$ cat config.mk
export PLATFORM = sky130hd
export DESIGN_NAME = can_fault_tracker
export DESIGN_NICKNAME = d
export VERILOG_FILES = /design/src/rtl/can_fault_pkg.sv /design/src/rtl/fct_counters.sv /design/src/rtl/fct_status.sv /design/src/rtl/fct_irq.sv /design/src/rtl/can_fault_tracker.sv
export SDC_FILE = /design/constraint.sdc
export NUM_CORES = 1
export LEC_CHECK = 0
export ABC_AREA = 0
export BUFFER_PORTS_ARGS = -buffer_cell sky130_fd_sc_hd__buf_4
export CAP_MARGIN = 0
export CORE_MARGIN = 2
export CORE_UTILIZATION = 46
export DETAILED_ROUTE_END_ITERATION = 10
export GPL_ROUTABILITY_DRIVEN = 0
export PLACE_DENSITY = 0.77
export SLEW_MARGIN = 5
export SYNTH_ARGS = -nofsm -noshare
export SYNTH_HDL_FRONTEND = slang
export SYNTH_SLANG_ARGS = --single-unit
$ cat constraint.sdc
create_clock -name clk -period 2.3 [get_ports clk]
set_clock_uncertainty 0.05 [all_clocks]
set_input_delay 0.345 -clock clk [delete_from_list [all_inputs] [get_ports clk]]
set_output_delay 0.345 -clock clk [all_outputs]
set_load 0.01 [all_outputs]
$ cat src/rtl/can_fault_pkg.sv
package can_fault_pkg;

  typedef enum logic [1:0] {
    FS_ACTIVE  = 2'd0,
    FS_WARNING = 2'd1,
    FS_PASSIVE = 2'd2,
    FS_BUSOFF  = 2'd3
  } fault_state_e;

  // status word: bits 16..18 levels, 19..24 error types
  localparam int unsigned ST_LSB = 16;
  localparam int unsigned ST_W   = 9;
  localparam int unsigned ERR_CODES = 6;

  // interrupt flags: warning, passive, bus-off, lost, mailbox
  localparam int unsigned IRQ_N = 5;
  localparam int unsigned IRQ_POS [IRQ_N] = '{8, 9, 10, 11, 15};

  function automatic int unsigned sat_add(int unsigned v, int unsigned step,
                                          int unsigned cap);
    return (v + step > cap) ? cap : v + step;
  endfunction

  function automatic int unsigned sat_dec(int unsigned v);
    return (v == 0) ? 0 : v - 1;
  endfunction

  function automatic fault_state_e grade(int unsigned tec, int unsigned rec,
                                         logic bo, int unsigned warn_lim,
                                         int unsigned pas_lim);
    if (bo) return FS_BUSOFF;
    if (tec >= pas_lim || rec >= pas_lim) return FS_PASSIVE;
    if (tec >= warn_lim || rec >= warn_lim) return FS_WARNING;
    return FS_ACTIVE;
  endfunction

  // error code -> status bit index (relative to ST_LSB); codes >= 6 map to nothing
  function automatic logic [ST_W-1:0] err_onehot(logic [2:0] code);
    logic [ST_W-1:0] r;
    r = '0;
    if (32'(code) < ERR_CODES) r[ST_W-1-32'(code)] = 1'b1;
    return r;
  endfunction

  function automatic logic [31:0] irq_to_word(logic [IRQ_N-1:0] v);
    logic [31:0] r;
    r = '0;
    for (int i = 0; i < IRQ_N; i++) r[IRQ_POS[i]] = v[i];
    return r;
  endfunction

  function automatic logic [IRQ_N-1:0] word_to_irq(logic [31:0] w);
    logic [IRQ_N-1:0] r;
    for (int i = 0; i < IRQ_N; i++) r[i] = w[IRQ_POS[i]];
    return r;
  endfunction

endpackage

$ cat src/rtl/fct_counters.sv
module fct_counters
  import can_fault_pkg::*;
#(
  parameter int unsigned CNT_W       = 9,
  parameter int unsigned WARN_LIM    = 96,
  parameter int unsigned PASSIVE_LIM = 128,
  parameter int unsigned BUSOFF_LIM  = 255,
  parameter int unsigned TX_ERR_INC  = 8
) (
  input  logic             clk,
  input  logic             rst_n,
  input  logic             err_evt,
  input  logic             err_is_tx,
  input  logic             tx_ok,
  input  logic             rx_ok,
  input  logic             recover_req,
  output logic [CNT_W-1:0] tec_q,
  output logic [CNT_W-1:0] rec_q,
  output fault_state_e     state_now,
  output fault_state_e     state_next,
  output logic             busoff_entry
);

  localparam int unsigned CNT_MAX = (1 << CNT_W) - 1;

  logic [CNT_W-1:0] tec_d, rec_d;
  logic             bo_q, bo_d;
  int unsigned      tx_sum;

  always_comb begin
    tec_d  = tec_q;
    rec_d  = rec_q;
    bo_d   = bo_q;
    tx_sum = 32'(tec_q) + TX_ERR_INC;
    if (bo_q) begin
      if (recover_req) begin
        tec_d = '0;
        rec_d = '0;
        bo_d  = 1'b0;
      end
    end else if (err_evt) begin
      if (err_is_tx) begin
        tec_d = CNT_W'(sat_add(32'(tec_q), TX_ERR_INC, CNT_MAX));
        if (tx_sum > BUSOFF_LIM) bo_d = 1'b1;
      end else begin
        rec_d = CNT_W'(sat_add(32'(rec_q), 1, CNT_MAX));
      end
    end else begin
      if (tx_ok) tec_d = CNT_W'(sat_dec(32'(tec_q)));
      if (rx_ok) rec_d = CNT_W'(sat_dec(32'(rec_q)));
    end
  end

  always_ff @(posedge clk or negedge rst_n) begin
    if (!rst_n) begin
      tec_q <= '0;
      rec_q <= '0;
      bo_q  <= 1'b0;
    end else begin
      tec_q <= tec_d;
      rec_q <= rec_d;
      bo_q  <= bo_d;
    end
  end

  assign state_now    = grade(32'(tec_q), 32'(rec_q), bo_q, WARN_LIM, PASSIVE_LIM);
  assign state_next   = grade(32'(tec_d), 32'(rec_d), bo_d, WARN_LIM, PASSIVE_LIM);
  assign busoff_entry = bo_d & ~bo_q;

  assert_busoff_enter_R5: assert property (@(posedge clk) disable iff (!rst_n)
    $rose(bo_q) |-> (32'(tec_q) > BUSOFF_LIM));

  assert_busoff_frozen_R5: assert property (@(posedge clk) disable iff (!rst_n)
    bo_q && !recover_req |=> $stable(tec_q) && $stable(rec_q) && bo_q);

  assert_recover_clears_R5: assert property (@(posedge clk) disable iff (!rst_n)
    bo_q && recover_req |=> (tec_q == '0) && (rec_q == '0) && !bo_q);

  assert_tec_floor_R2: assert property (@(posedge clk) disable iff (!rst_n)
    !bo_q && !err_evt && tx_ok && (tec_q == '0) |=> (tec_q == '0));

  assert_rec_ceiling_R3: assert property (@(posedge clk) disable iff (!rst_n)
    !bo_q && err_evt && !err_is_tx && (rec_q == '1) |=> (rec_q == '1));

endmodule

$ cat src/rtl/fct_status.sv
module fct_status
  import can_fault_pkg::*;
(
  input  logic            clk,
  input  logic            rst_n,
  input  logic            err_evt,
  input  logic [2:0]      err_code,
  input  fault_state_e    state_now,
  input  fault_state_e    state_next,
  input  logic [ST_W-1:0] clr,
  output logic [ST_W-1:0] sticky_q
);

  logic [ST_W-1:0] set_vec;

  always_comb begin
    set_vec    = err_evt ? err_onehot(err_code) : '0;
    set_vec[0] = set_vec[0] | (state_next >= FS_WARNING);
    set_vec[1] = set_vec[1] | (state_next >= FS_PASSIVE);
    set_vec[2] = set_vec[2] | (state_next == FS_BUSOFF);
  end

  for (genvar i = 0; i < ST_W; i++) begin : g_bit
    logic bit_q;
    always_ff @(posedge clk or negedge rst_n) begin
      if (!rst_n) bit_q <= 1'b0;
      else        bit_q <= set_vec[i] | (bit_q & ~clr[i]);
    end
    assign sticky_q[i] = bit_q;
  end

  // code 3 must land on status bit 21 (index 5)
  assert_crc_flag_R6: assert property (@(posedge clk) disable iff (!rst_n)
    err_evt && (err_code == 3'd3) |=> sticky_q[5]);

  assert_level_held_R7: assert property (@(posedge clk) disable iff (!rst_n)
    (state_now >= FS_WARNING) |-> sticky_q[0]);

endmodule

$ cat src/rtl/fct_irq.sv
module fct_irq
  import can_fault_pkg::*;
(
  input  logic             clk,
  input  logic             rst_n,
  input  fault_state_e     state_now,
  input  fault_state_e     state_next,
  input  logic             busoff_entry,
  input  logic             lost_evt,
  input  logic             mbox_evt,
  input  logic [IRQ_N-1:0] clr,
  input  logic             mask_we,
  input  logic [IRQ_N-1:0] mask_wd,
  output logic [IRQ_N-1:0] flags_q,
  output logic [IRQ_N-1:0] mask_q,
  output logic             irq
);

  logic [IRQ_N-1:0] set_vec;

  always_comb begin
    set_vec[0] = (state_next >= FS_WARNING) && (state_now < FS_WARNING);
    set_vec[1] = (state_next >= FS_PASSIVE) && (state_now < FS_PASSIVE);
    set_vec[2] = (state_next == FS_BUSOFF)  && (state_now != FS_BUSOFF);
    set_vec[3] = lost_evt;
    set_vec[4] = mbox_evt;
  end

  for (genvar i = 0; i < IRQ_N; i++) begin : g_flag
    logic f_q;
    always_ff @(posedge clk or negedge rst_n) begin
      if (!rst_n) f_q <= 1'b0;
      else        f_q <= set_vec[i] | (f_q & ~clr[i]);
    end
    assign flags_q[i] = f_q;
  end

  always_ff @(posedge clk or negedge rst_n) begin
    if (!rst_n)            mask_q <= '0;
    else if (busoff_entry) mask_q <= '0;
    else if (mask_we)      mask_q <= mask_wd;
  end

  assign irq = |(flags_q & mask_q);

  assert_busoff_mutes_R12: assert property (@(posedge clk) disable iff (!rst_n)
    busoff_entry |=> (mask_q == '0) && !irq);

  assert_no_retrigger_R10: assert property (@(posedge clk) disable iff (!rst_n)
    (state_next == state_now) && !flags_q[0] |=> !flags_q[0]);

  assert_irq_has_source_R11: assert property (@(posedge clk) disable iff (!rst_n)
    irq |-> (flags_q != '0) && (mask_q != '0));

endmodule

$ cat src/rtl/can_fault_tracker.sv
module can_fault_tracker
  import can_fault_pkg::*;
#(
  parameter int unsigned CNT_W       = 9,
  parameter int unsigned WARN_LIM    = 96,
  parameter int unsigned PASSIVE_LIM = 128,
  parameter int unsigned BUSOFF_LIM  = 255,
  parameter int unsigned TX_ERR_INC  = 8,
  parameter int unsigned ADDR_W      = 3
) (
  input  logic              clk,
  input  logic              rst_n,
  input  logic              err_evt,
  input  logic              err_is_tx,
  input  logic [2:0]        err_code,
  input  logic              tx_ok,
  input  logic              rx_ok,
  input  logic              msg_lost,
  input  logic              mbox_evt,
  input  logic              recover_req,
  input  logic [ADDR_W-1:0] reg_addr,
  input  logic              reg_we,
  input  logic [31:0]       reg_wdata,
  output logic [31:0]       reg_rdata,
  output logic [CNT_W-1:0]  tx_err_cnt,
  output logic [CNT_W-1:0]  rx_err_cnt,
  output logic [1:0]        fault_state,
  output logic              irq
);

  localparam logic [ADDR_W-1:0] A_STATUS = ADDR_W'(0);
  localparam logic [ADDR_W-1:0] A_TEC    = ADDR_W'(1);
  localparam logic [ADDR_W-1:0] A_REC    = ADDR_W'(2);
  localparam logic [ADDR_W-1:0] A_FLAGS  = ADDR_W'(3);
  localparam logic [ADDR_W-1:0] A_MASK   = ADDR_W'(4);

  logic [CNT_W-1:0] tec_q, rec_q;
  fault_state_e     st_now, st_next;
  logic             bo_entry;
  logic [ST_W-1:0]  st_clr, sticky_q;
  logic [IRQ_N-1:0] fl_clr, flags_q, mask_q, mask_wd;
  logic             mask_we;

  fct_counters #(
    .CNT_W(CNT_W), .WARN_LIM(WARN_LIM), .PASSIVE_LIM(PASSIVE_LIM),
    .BUSOFF_LIM(BUSOFF_LIM), .TX_ERR_INC(TX_ERR_INC)
  ) u_cnt (
    .clk(clk), .rst_n(rst_n), .err_evt(err_evt), .err_is_tx(err_is_tx),
    .tx_ok(tx_ok), .rx_ok(rx_ok), .recover_req(recover_req),
    .tec_q(tec_q), .rec_q(rec_q), .state_now(st_now), .state_next(st_next),
    .busoff_entry(bo_entry)
  );

  fct_status u_stat (
    .clk(clk), .rst_n(rst_n), .err_evt(err_evt), .err_code(err_code),
    .state_now(st_now), .state_next(st_next), .clr(st_clr),
    .sticky_q(sticky_q)
  );

  fct_irq u_irq (
    .clk(clk), .rst_n(rst_n), .state_now(st_now), .state_next(st_next),
    .busoff_entry(bo_entry), .lost_evt(msg_lost), .mbox_evt(mbox_evt),
    .clr(fl_clr), .mask_we(mask_we), .mask_wd(mask_wd),
    .flags_q(flags_q), .mask_q(mask_q), .irq(irq)
  );

  assign st_clr  = (reg_we && reg_addr == A_STATUS) ? reg_wdata[ST_LSB +: ST_W] : '0;
  assign fl_clr  = (reg_we && reg_addr == A_FLAGS) ? word_to_irq(reg_wdata) : '0;
  assign mask_we = reg_we && (reg_addr == A_MASK);
  assign mask_wd = word_to_irq(reg_wdata);

  always_comb begin
    case (reg_addr)
      A_STATUS: reg_rdata = 32'(sticky_q) << ST_LSB;
      A_TEC:    reg_rdata = 32'(tec_q);
      A_REC:    reg_rdata = 32'(rec_q);
      A_FLAGS:  reg_rdata = irq_to_word(flags_q);
      A_MASK:   reg_rdata = irq_to_word(mask_q);
      default:  reg_rdata = '0;
    endcase
  end

  assign tx_err_cnt  = tec_q;
  assign rx_err_cnt  = rec_q;
  assign fault_state = st_now;

endmodule

Word level (Yosys, flattened, before mapping)

Cells that the tools add are included.

Add/subtract/negate cells: 5
$mul: 0
Divide/modulo/power cells: 0
Magnitude comparators: 18
Equal/unequal tests: 6
Shift-type cells: 0
Muxes and demuxes: 52
Bitwise gates (word level): 48
Reductions and logical operators: 16

Operators by type and width:

| cell                                                           | count |
|---|---|
| 2-to-1 mux 9 bit                                               | 17 |
| one-hot mux 25 bit (5 select lines)                            | 1 |
| >= comparator 9 x 7 -> 1 bit, second input constant            | 4 |
| >= comparator 9 x 8 -> 1 bit, second input constant            | 4 |
| >= comparator 32 x 1 -> 1 bit, second input constant           | 1 |
| less-than comparator 32 x 5 -> 1 bit, second input constant    | 1 |
| 2-to-1 mux 2 bit                                               | 12 |
| greater-than comparator 10 x 9 -> 1 bit, second input constant | 2 |
| zero test 9 bit                                                | 2 |
| 2-to-1 mux 1 bit                                               | 18 |
| subtractor 9 x 1 -> 9 bit, second input constant               | 2 |
| OR 1 bit                                                       | 17 |
| bitwise AND 1 bit                                              | 15 |
| 2-to-1 mux 5 bit                                               | 3 |
| inverter 1 bit                                                 | 15 |
| adder 9 x 1 -> 10 bit, second input constant                   | 1 |
| adder 9 x 4 -> 10 bit, second input constant                   | 1 |
| greater-than comparator 10 x 8 -> 1 bit, second input constant | 1 |
| logical AND 1 bit                                              | 7 |
| == test 3 x 2 -> 1 bit, second input constant                  | 2 |
| bitwise AND 5 bit                                              | 1 |
| OR reduction 5 bit                                             | 1 |
| subtractor 4 x 3 -> 5 bit, first input constant                | 1 |
| demux 1 bit (select 4 bit)                                     | 1 |
| 12 further kinds                                               | 15 |

Flip-flop bits (word level): 38
Bits in latches: 0
RAM bits: 0
Bits in read-only memories: 0
Output and inout bits: 53
Word-level logic and storage cells: 163
Memories kept: 0

Depth between registers and ports, before layout

Depth in word-level cells: 18
Mapped depth: 9

Modules after synthesis

A second synthesis with hierarchy kept.

Cells, all modules: 379
Area total of the unflattened synthesis: 3105.5 um^2

By module, submodules not included:

| module            | instances | cells each | area each (um^2) | seq. area each (um^2) |
|---|---|---|---|---|
| fct_counters      | 1         | 223        | 1752.9           | 475.5 |
| can_fault_tracker | 1         | 72         | 473.0            | 0.0 |
| fct_irq           | 1         | 42         | 455.4            | 250.2 |
| fct_status        | 1         | 42         | 424.2            | 225.2 |

Worst setup path after synthesis

Ideal clock, no wire load.

Kind: flip-flop to flip-flop
From: register u_cnt.tec_q[1]
To: register u_stat.g_bit[0].bit_q
Data arrival time: 2048 ps
Required time: 2112 ps
Setup slack: 65 ps
Stages on the path, launching flop included: 9
Path buffers: 0
Clock period less this slack: 2235 ps
Cells stage by stage: dfrtp_1 > inv_1 > ha_1 > nand4bb_2 > or4_4 > o2111ai_2 > nand4b_4 > a2111oi_4 > nand3_2

Cells in the longest elaborated chain, start to end: 17
Elaborated cells on any way between the ends: 34
Those cells by class: add/sub: 2; order compare: 5; mux: 22; bitwise: 2; reduce/logical: 3

RTL lines:

| element                                 | line                                    | source |
|---|---|---|
| start: declaration                      | fct_counters.sv:17                      | `output logic [CNT_W-1:0] tec_q,` |
| start signal: assignment                | fct_counters.sv:60                      | `tec_q <= tec_d;` |
| adder 9 x 4 -> 10 bit                   | can_fault_pkg.sv:21, fct_counters.sv:34 |  |
| greater-than comparator 10 x 9 -> 1 bit | can_fault_pkg.sv:21                     | `return (v + step > cap) ? cap : v + step;` |
| 2-to-1 mux 9 bit                        | can_fault_pkg.sv:21                     |  |
| 2-to-1 mux 9 bit                        | fct_counters.sv:42                      | `if (err_is_tx) begin` |
| 2-to-1 mux 9 bit                        | fct_counters.sv:41                      | `end else if (err_evt) begin` |
| 2-to-1 mux 9 bit                        | fct_counters.sv:35                      | `if (bo_q) begin` |
| >= comparator 9 x 7 -> 1 bit            | can_fault_pkg.sv:33                     | `if (tec >= warn_lim \|\| rec >= warn_lim) return FS_WARNING;` |
| logical OR 1 bit                        | can_fault_pkg.sv:33                     |  |
| 2-to-1 mux 1 bit (2 in a row)           | can_fault_pkg.sv:33                     |  |
| 2-to-1 mux 1 bit                        | can_fault_pkg.sv:32                     | `if (tec >= pas_lim \|\| rec >= pas_lim) return FS_PASSIVE;` |
| 2-to-1 mux 2 bit                        | can_fault_pkg.sv:34                     | `return FS_ACTIVE;` |
| 2-to-1 mux 2 bit                        | can_fault_pkg.sv:33                     |  |
| 2-to-1 mux 2 bit (*)                    | can_fault_pkg.sv:32                     |  |
| >= comparator 2 x 1 -> 1 bit (*)        | fct_status.sv:18                        | `set_vec[0] = set_vec[0] \| (state_next >= FS_WARNING);` |
| OR 1 bit (*)                            | fct_status.sv:18                        |  |
| OR 1 bit (*)                            | fct_status.sv:27                        | `else bit_q <= set_vec[i] \| (bit_q & ~clr[i]);` |
| end signal: assignment                  | fct_status.sv:27                        |  |
| end: declaration                        | fct_status.sv:24                        | `logic bit_q;` |

Mark *: on every way between the ends. The rest lies on a longest branch, timed or not. The select of a mux whose other input is x is not followed.
A chain may end at the register's enable or synchronous reset.

Worst setup path in the final report

From: register u_cnt.tec_q[3]
To: register u_stat.g_bit[1].bit_q

Elaborated cells on any way between the ends: 34
Those cells by class: add/sub: 2; order compare: 5; mux: 22; bitwise: 2; reduce/logical: 3

RTL lines:

| element                                 | line                | source |
|---|---|---|
| adder 9 x 4 -> 10 bit                   | fct_counters.sv:34  | `tx_sum = 32'(tec_q) + TX_ERR_INC;` |
| greater-than comparator 10 x 8 -> 1 bit | fct_counters.sv:44  | `if (tx_sum > BUSOFF_LIM) bo_d = 1'b1;` |
| 2-to-1 mux 1 bit                        | fct_counters.sv:44  |  |
| 2-to-1 mux 1 bit                        | fct_counters.sv:42  |  |
| 2-to-1 mux 1 bit                        | fct_counters.sv:41  |  |
| 2-to-1 mux 1 bit                        | fct_counters.sv:35  |  |
| via u_cnt.bo_d                          | fct_counters.sv:27  | `logic bo_q, bo_d;` |
| 2-to-1 mux 1 bit                        | can_fault_pkg.sv:31 | `if (bo) return FS_BUSOFF;` |
| 2-to-1 mux 2 bit                        | can_fault_pkg.sv:32 |  |
| >= comparator 2 bit                     | fct_status.sv:19    | `set_vec[1] = set_vec[1] \| (state_next >= FS_PASSIVE);` |
| OR 1 bit                                | fct_status.sv:19    |  |
| OR 1 bit                                | fct_status.sv:27    |  |
| end signal: assignment                  | fct_status.sv:27    |  |
| end: declaration                        | fct_status.sv:24    |  |

The timed path passes the listed nets, and every way through them passes these cells. The select of a mux whose other input is x is not followed.

==> flow_summary.toml <==
[power_and_ir_drop]
peakVddDrop_mv = 0.424
swShare_pct = 43.2
power_leakage_uw = 0.00180
seqPwrFrac_pct = 29.4
finalPower_uw = 4220
power_density_mw_per_mm2 = 1080
switching_power_uw = 1820
pwr-share-comb_pct = 56.5
internal_power_uw = 2400
clock_power_share_pct = 14.1

[setup_path]
required_ns = 2.43
timing.rr.start = "u_cnt.tec_q[3]"
worstPathCellList = "ha_1 > buf_4 > nor4_1 > nor3_1 > or2_2 > a2111oi_4 > nand2_1"
cp-start-kind = "flip-flop"
endpoint = "u_stat.g_bit[1].bit_q"
worstSetupPathType = "flip-flop to flip-flop"
max_stage_delay_ns = 0.46
slowest_stage = "dfrtp_1"
worst-r2r-setup-slack_ns = 0.10
worstReg2RegEnd = "u_stat.g_bit[1].bit_q"
startpoint = "u_cnt.tec_q[3]"
critical_path.max_fanout = 6
cp-end-kind = "flip-flop"
cp.arrival_ns = 2.32
ff2ff_path_depth = 7

[floorplanning]
initial_utilization_pct = 47.5
dieArea_mm2 = 0.00722
ios = 101
dieHeight_um = 85.0
core_area_mm2 = 0.00635
die_w_um = 85.0
num_rows = 29

[synthesis]
synth.avg_cell_area_um2 = 8.18
synth-seq-cells = 38
netlist_area_mm2 = 0.00302
synthFlopType = "dfrtp_1"
netlist_instances = 369
synth_edf_count = 0
yosysSeqAreaShare_pct = 31.5
synth-warning-count = 0
async_flop_share_pct = 100
synthDistinctLibCells = 67

[finish]
area_growth_pct = 29.8
diodes = 0
final_nets = 511
layout-drive-gt1-share_pct = 29.8

[drt]
dr.pass1.iters = 6
viasPerCell = 5.99
postRouteAntennaNets = 0
routed_wl_mm = 8.77
num_vias = 3210
drt_iter0_drc = 254
route.detailed.wl_per_inst_um = 16.4
drc = 0

[global_route]
grt_antenna_before_repair = 0
grt_pass1_vias = 3112
use_met2_pct = 40.3
overflow = 0
busiest_layer = "met2"
grt_start_max_net_pins = 39
grt_use_met1_pct = 33.8
track_usage_pct = 25.0
grt_pass1_wl_mm = 14.7
grt_util_met3_pct = 3.50

[clocking]
htree_num_levels = 2
cts_root_buf = "clkbuf_8"
cts_tree = "done"
clk_pin_slew_worst_paths_ns = 0.08
clock_sinks = 38
cts_buffer_depth = 2
cts-buffers-inserted = 5
insertion_delay_ns = 0.30

[timing]
post-route-period-util_pct = 95.5
relSlewSlack_pct = 47.0
worstMarginPinSlew_ns = 0.790
finalSetupViolCount = 0
min_period_ns = 2.20
hold_viol = 0
report.final.slew_viol_count = 0
holdWs_ns = 0.173
max_freq_ghz = 0.455

[run]
cap_violations = 0

[placed_design]
dpl.hpwl_mm = 6.64
numPortBuffers = 72

[min_path]
hp-class = "primary input to flip-flop"
hold_depth = 2

[run_status]
status = "complete, no violations"
==> worst min path at each step <==
stage                        start                  end  slack [ns]
after floorplan              rst_n           u_cnt.bo_q     -0.0006
after global placement       rst_n       u_cnt.tec_q[1]        0.30
after detailed placement     rst_n       u_cnt.tec_q[2]        0.30
after CTS                 msg_lost  u_irq.g_flag[3].f_q        0.17
after global routing      msg_lost  u_irq.g_flag[3].f_q        0.16
final                     msg_lost  u_irq.g_flag[3].f_q        0.17
==> sequential cells by signal, summed over array words and instances (netlist names) <==
register	count
u_cnt.rec_q	9
u_cnt.tec_q	9
u_stat.g_bit.bit_q	9
u_irq.g_flag.f_q	5
u_irq.mask_q	5
u_cnt.bo_q	1
==> layer usage <==
metal | up-vias | wire [um]
met4 | 0 | 153
met5 | - | 0
met2 | 112 | 4480
met1 | 1585 | 3750
met3 | 17 | 388
li1 | 1496 | -
==> per-stage QoR <==
stage | setup TNS (ns) | cells | area [um2] | setup slack, ns | util (%)
after floorplan | 0 | 378 | 3050 | 0.0649 | -
after global placement | 0 | 527 | 3770 | 0.119 | 59.3
after detailed placement | 0 | 527 | 3770 | 0.0325 | 59.3
after CTS | 0 | 536 | 3890 | 0.0171 | 61.3
after global routing | -0.00360 | 536 | 3920 | -0.00360 | 61.7
final | 0 | 536 | 3920 | 0.104 | 61.7
==> repair_timing <==
action | in CTS | in global routing
hold buffers | 1 | 0
hold endpoints to repair | 38 | 0
buffers inserted | 0 | 0
pin swaps | 0 | 1
gates resized for setup | 1 | 5
endpoints found under the setup margin | 1 | 4
==> Yosys cell counts, types with 5 or more instances <==
cell type,n,share of area (%)
inv_1,13,1.6
nor2_1,37,4.6
a21o_1,8,2.0
nor2b_1,7,1.5
ha_1,5,2.1
buf_2,8,1.3
a22oi_1,13,3.2
dfrtp_1,38,32
mux2i_1,8,2.7
nand3_1,12,2.0
a22o_1,13,3.8
clkbuf_1,16,2.0
buf_4,12,3.0
and2_1,13,2.7
a21oi_1,11,1.8
nor3_1,9,1.5
o21ai_0,20,3.3
o31ai_1,6,1.5
nand2_1,44,5.5
==> worst max-delay path: cells and delay by family, from the launching register on <==
family                     cells  cell delay (ns)
AOI/OAI and AO/OA              1             0.37
adders and majority gates      1             0.25
buffers and inverters          1             0.14
DFF                            1             0.46
and+or+nand+nor                4             0.81
==> final cells by class <==
class / count / area [um2]
Sequential cell: 38 / 952
Clock inverter: 3 / 45.0
Fill cell: 561 / 2430
Timing Repair Buffer: 111 / 836
Inverter: 14 / 52.6
Clock buffer: 5 / 68.8
Multi-Input combinational cell: 288 / 1870
Tap cell: 77 / 96.3
==> power by group through the flow <==
stage / logic, uW / registers, uW / clock network (uW)
2_1_floorplan: 1480 / 1170 / 0
3_3_place_gp: 2290 / 1220 / 0
3_5_place_dp: 2350 / 1220 / 0
4_1_cts: 2360 / 1220 / 597
5_1_grt: 2640 / 1270 / 627
6_report: 2390 / 1240 / 593
==> placed cells by master, fill, tap and decap left out, types with 3 or more instances in the layout <==
cell        n
a211oi_1    3
dfrtp_1    37
xor2_1      3
and4_1      3
conb_1     10
a21boi_0    3
nor2b_1     7
and2_1     13
a22o_1     13
o21ai_0    19
nand3b_1    3
o31ai_1     6
nor2_1     37
nand4_1     3
mux2i_1     8
nand2_1    44
a22oi_1    12
a41oi_1     3
nor3_1      8
nand3_1    12
inv_1      13
a21o_1      8
clkbuf_8    5
ha_1        5
buf_4     110
o21a_1      3
a21oi_1    11
==> cell families after synthesis <==
| kind of cell | share of synthesized area [%] |
|---|---|
| and+or+nand+nor | 26.8 |
| AOI/OAI and AO/OA | 26.8 |
| buffers and inverters | 8.59 |
| DFF | 31.5 |
| muxes | 2.65 |
| adders and majority gates | 2.07 |
| xor gates and xnor gates | 1.45 |
| other | 0.124 |
Note: power is estimated with default switching activity, not from simulation.
